===== src/rtl/pcnt_pkg.sv =====
package pcnt_pkg;

    typedef enum logic [1:0] {
        MD_CLEAR = 2'd0,
        MD_LOAD  = 2'd1,
        MD_COUNT = 2'd2,
        MD_HOLD  = 2'd3
    } mode_e;

    // Fixed precedence: clear, load, count, hold.
    function automatic mode_e pick_mode(input logic clr_now, input logic load_n,
                                        input logic en_par, input logic en_trk);
        if (clr_now)
            return MD_CLEAR;
        else if (!load_n)
            return MD_LOAD;
        else if (en_par && en_trk)
            return MD_COUNT;
        else
            return MD_HOLD;
    endfunction

endpackage


===== src/rtl/ctr_mode_sel.sv =====
module ctr_mode_sel
    import pcnt_pkg::*;
#(
    parameter bit CLOCKED_CLR = 1'b1
) (
    input  logic  clr_n,
    input  logic  load_n,
    input  logic  en_par,
    input  logic  en_trk,
    output mode_e mode
);
    logic clr_now;

    generate
        if (CLOCKED_CLR) begin : g_clk_clr
            assign clr_now = ~clr_n;
        end else begin : g_no_clk_clr
            assign clr_now = 1'b0;
        end
    endgenerate

    always_comb mode = pick_mode(clr_now, load_n, en_par, en_trk);
endmodule


===== src/rtl/ctr_next.sv =====
module ctr_next
    import pcnt_pkg::*;
#(
    parameter int WIDTH = 4
) (
    input  mode_e             mode,
    input  logic [WIDTH-1:0]  cur,
    input  logic [WIDTH-1:0]  din,
    output logic [WIDTH-1:0]  nxt
);
    localparam logic [WIDTH-1:0] ONE = WIDTH'(1);

    always_comb begin
        unique case (mode)
            MD_CLEAR: nxt = '0;
            MD_LOAD:  nxt = din;
            MD_COUNT: nxt = cur + ONE;
            default:  nxt = cur;
        endcase
    end
endmodule


===== src/rtl/ctr_state_reg.sv =====
module ctr_state_reg #(
    parameter int WIDTH     = 4,
    parameter bit ASYNC_CLR = 1'b1
) (
    input  logic             clk,
    input  logic             clr_n,
    input  logic [WIDTH-1:0] nxt,
    output logic [WIDTH-1:0] cur
);
    generate
        if (ASYNC_CLR) begin : g_async
            always_ff @(posedge clk or negedge clr_n) begin
                if (!clr_n) cur <= '0;
                else        cur <= nxt;
            end
        end else begin : g_sync
            always_ff @(posedge clk) begin
                cur <= nxt;
            end
        end
    endgenerate
endmodule


===== src/rtl/ctr_tc.sv =====
module ctr_tc #(
    parameter int WIDTH = 4
) (
    input  logic [WIDTH-1:0] cur,
    input  logic             en_trk,
    output logic             tc
);
    always_comb tc = en_trk & (&cur);
endmodule


===== src/rtl/presettable_counter.sv =====
module presettable_counter
    import pcnt_pkg::*;
#(
    parameter int WIDTH     = 4,
    parameter bit ASYNC_CLR = 1'b1
) (
    input  logic             clk,
    input  logic             clr_n,
    input  logic             load_n,
    input  logic             cnt_en_par,
    input  logic             cnt_en_trk,
    input  logic [WIDTH-1:0] din,
    output logic [WIDTH-1:0] q,
    output logic             term_cnt
);
    localparam bit CLOCKED_CLR = !ASYNC_CLR;

    mode_e            mode;
    logic [WIDTH-1:0] nxt;
    logic [WIDTH-1:0] cur;

    ctr_mode_sel #(.CLOCKED_CLR(CLOCKED_CLR)) u_mode (
        .clr_n  (clr_n),
        .load_n (load_n),
        .en_par (cnt_en_par),
        .en_trk (cnt_en_trk),
        .mode   (mode)
    );

    ctr_next #(.WIDTH(WIDTH)) u_next (
        .mode (mode),
        .cur  (cur),
        .din  (din),
        .nxt  (nxt)
    );

    ctr_state_reg #(.WIDTH(WIDTH), .ASYNC_CLR(ASYNC_CLR)) u_reg (
        .clk   (clk),
        .clr_n (clr_n),
        .nxt   (nxt),
        .cur   (cur)
    );

    ctr_tc #(.WIDTH(WIDTH)) u_tc (
        .cur    (cur),
        .en_trk (cnt_en_trk),
        .tc     (term_cnt)
    );

    assign q = cur;
endmodule


===== config.mk =====
export PLATFORM = sky130hd
export DESIGN_NAME = presettable_counter
export DESIGN_NICKNAME = d
export VERILOG_FILES = /design/src/rtl/pcnt_pkg.sv /design/src/rtl/ctr_mode_sel.sv /design/src/rtl/ctr_next.sv /design/src/rtl/ctr_state_reg.sv /design/src/rtl/ctr_tc.sv /design/src/rtl/presettable_counter.sv
export SDC_FILE = /design/constraint.sdc
export NUM_CORES = 1
export LEC_CHECK = 0
export CAP_MARGIN = 10
export CORE_AREA = 3 3 40 42
export DETAILED_ROUTE_END_ITERATION = 10
export DIE_AREA = 0 0 43 45
export PLACE_DENSITY = 0.41
export SYNTH_ARGS = -nofsm -noshare
export SYNTH_HDL_FRONTEND = slang
export SYNTH_SLANG_ARGS = --single-unit

===== constraint.sdc =====
create_clock -name clk -period 1.1 [get_ports clk]
set_input_delay 0.165 -clock clk [delete_from_list [all_inputs] [get_ports clk]]
set_output_delay 0.165 -clock clk [all_outputs]
set_load 0.03 [all_outputs]

==> flow_summary_export.csv, run 1 <==
group,metric,value,unit
clocking,cts_max_level,1,
worst_hold_path,hp-class,"in2async",
timing,tightest_slew,0.282,ns
grt,grt_pass1_wl,1100,um
routing,firstDrtPassIters,2,
status,outcome,"finished, violations left",
yosys,synth_nets,33,
clocking,cts_buffers,3,
run,cap_viol_max_count,0,
timing,period_needed,1.24,ns
routing,dr_total_vias,240,
routing,viasPerCell,4.14,
place,io_buffers,13,
timing,whs,0.150,ns
setup_path,critPathSlowestCell,"dfrtp_2",
clocking,cts_root_buf,"clkbuf_4",
floorplan,dieWidth,43,um
layout,nFillCells,134,
layout,syn_to_final_growth,102,%
setup_path,cp-start-kind,"register",
timing,slew_headroom,81.1,%
timing,grt_setup_unrepaired,"true",
timing,hold_violations,0,
yosys,synth_cell_types,13,
grt,grt_pass1_vias,262,
timing,setup_ws,-0.141,ns
layout,top_regs,"u_reg.cur x4",
setup_path,critPathRequiredTime,0.94,ns
layout,drive_gt1_share,46.5,%
setup_path,crit_type,"reg2out",
floorplan,dieArea,1940,um2
grt,grt_max_degree,9,
timing,tns,-0.384,ns
layout,top_register,"u_reg.cur",
yosys,syn_area_per_cell,9.47,um2
layout,final_cell_mix,"clkdlybuf4s50_1, buf_4, nor2_1, dfrtp_2",
place,gp_congestion,0.762,
pwr,p_total,575,uW
setup_path,endpoint_kind,"output pin",
setup_path,crit_fanout,2,
clocking,clock_latency,0.23,ns
layout,antenna_cells,0,
clocking,clock_path_buffers,2,
setup_path,path_cells,"ha_4 > and4_4 > buf_6",
setup_path,crit_buf_inv,1,
yosys,ys_warn_count,0,
routing,drt_iter0_drc,1,
timing,period_share,113,%
routing,postRouteAntennaNets,0,
clocking,tritoncts,"built",
floorplan,initial_core_util,16.9,%
floorplan,pin_count,14,
floorplan,coreArea,1280,um2
timing,setup_violations,4,
yosys,synth_seq_area_share,46.0,%
setup_path,cpPeakStageDelay,0.42,ns
routing,wire_per_inst,10.9,um
layout,post-route-util,34.3,%
floorplan,die_h,45,um
status,violations,"negative setup slack",
timing,clock_skew,0.00167,ns
routing,wirelength,633,um
layout,largest_reg_flops,4,
pwr,peakVddDrop,0.405,mV
yosys,synth_cells,23,
grt,track_usage,8.01,%
timing,finalMaxSlewViolations,0,
setup_path,cp_top_family,"flip-flops",
yosys,ys_seq_elements,4,
clocking,clkTransAtPathRegs,0.04,ns
routing,drc,0,
floorplan,row_count,13,
pwr,p_per_area,1310,nW/um2
layout,final_common_cell,"clkdlybuf4s50_1",
pwr,power.leakage,0.000184,uW
layout,layout.nets,55,
grt,antenna_found_initial,0,
clocking,cts_num_sinks,4,
timing,fmax,805,MHz
grt,grt-ovfl-total,0,
yosys,netlist_area,218,um2
setup_path,cp_data_arrival_time,1.08,ns
## power by group
group / internal [uW] / leakage [uW] / total (uW) / switching [uW]
combinational: 110 / 0.000129 / 203 / 93.1
clock: 122 / 0.0000138 / 185 / 63.1
sequential: 169 / 0.0000413 / 187 / 18.2
total: 401 / 0.000184 / 575 / 174
## path summary, 6_finish.rpt
check | from | end | slack, ns | cells after the start
min in group clk | din[0] | u_reg.cur[0] | 0.49 | 3
max in group asynchronous | clr_n | u_reg.cur[1] | 0.75 | 1
setup reg to reg | u_reg.cur[1] | u_reg.cur[3] | -0.02 | 4
hold / removal | clr_n | u_reg.cur[3] | 0.15 | 1
setup / recovery | u_reg.cur[0] | term_cnt | -0.14 | 3
hold reg to reg | u_reg.cur[3] | u_reg.cur[3] | 0.58 | 2
## cell type report
| class | count | area (um2) | share of cell area [%] |
|---|---|---|---|
| Sequential cell | 4 | 105 | 23.9 |
| Tap cell | 15 | 18.8 | 4.26 |
| Timing Repair Buffer | 18 | 166 | 37.8 |
| Clock buffer | 3 | 22.5 | 5.11 |
| Multi-Input combinational cell | 18 | 128 | 29.0 |
## layer usage
| metal | routed length, um | GRT usage, % | up-vias |
|---|---|---|---|
| met2 | 274 | 11.4 | 12 |
| met4 | 0 | 7.23 | 0 |
| li1 | - | - | 123 |
| met1 | 279 | 9.20 | 105 |
| met5 | 0 | 0 | - |
| met3 | 79 | 3.19 | 0 |
## synthesized netlist by cell type
master / n / area share, %
nand2_2: 1 / 2.9
nor2_1: 4 / 6.9
o21ai_0: 1 / 2.3
dfrtp_1: 4 / 46
xor2_1: 2 / 8.0
ha_1: 1 / 5.7
a21oi_1: 3 / 6.9
mux2i_1: 1 / 4.6
nand3_1: 2 / 4.6
or3_1: 1 / 2.9
clkbuf_1: 1 / 1.7
a31oi_1: 1 / 2.9
and4_2: 1 / 4.6
## cells by family (layout without fill, tap and decap cells)
family / count (synthesis) / in the layout / synth area share, %
mux: 1 / 1 / 4.60
fa+ha+maj: 1 / 1 / 5.75
compound gates: 5 / 5 / 12.1
buf+inv: 1 / 21 / 1.72
simple gates: 9 / 9 / 21.8
xor+xnor: 2 / 2 / 8.05
flops: 4 / 4 / 46.0
## stage by stage
| step | std cells | instance area [um2] | worst slack (ns) |
|---|---|---|---|
| after CTS | 58 | 440 | -0.154 |
| final | 58 | 440 | -0.141 |
| after detailed placement | 53 | 378 | -0.234 |
| after global routing | 58 | 440 | -0.166 |
| after global placement | 53 | 378 | -0.214 |
| after floorplan | 23 | 223 | -0.0153 |
## repair_timing
| action | CTS | global route |
|---|---|---|
| setup endpoints to repair | 3 | 5 |
| hold buffers | 0 | 0 |
| pin swaps | 2 | 2 |
| gates resized for setup | 6 | 0 |
| setup buffers | 2 | 0 |
| endpoints found under the hold margin | 0 | 0 |
Power figures use the tool's default switching activity.
==> run 2: changes to the inputs <==
--- a/config.mk
+++ b/config.mk
@@ -9,6 +9,8 @@
 export CORE_AREA = 3 3 40 42
 export DETAILED_ROUTE_END_ITERATION = 10
 export DIE_AREA = 0 0 43 45
+export GPL_ROUTABILITY_DRIVEN = 0
+export HOLD_SLACK_MARGIN = 0.03
 export PLACE_DENSITY = 0.41
 export SYNTH_ARGS = -nofsm -noshare
 export SYNTH_HDL_FRONTEND = slang
==> results of run 2 <==
No change in the layout: final DEF, timing and power equal those of run 1.
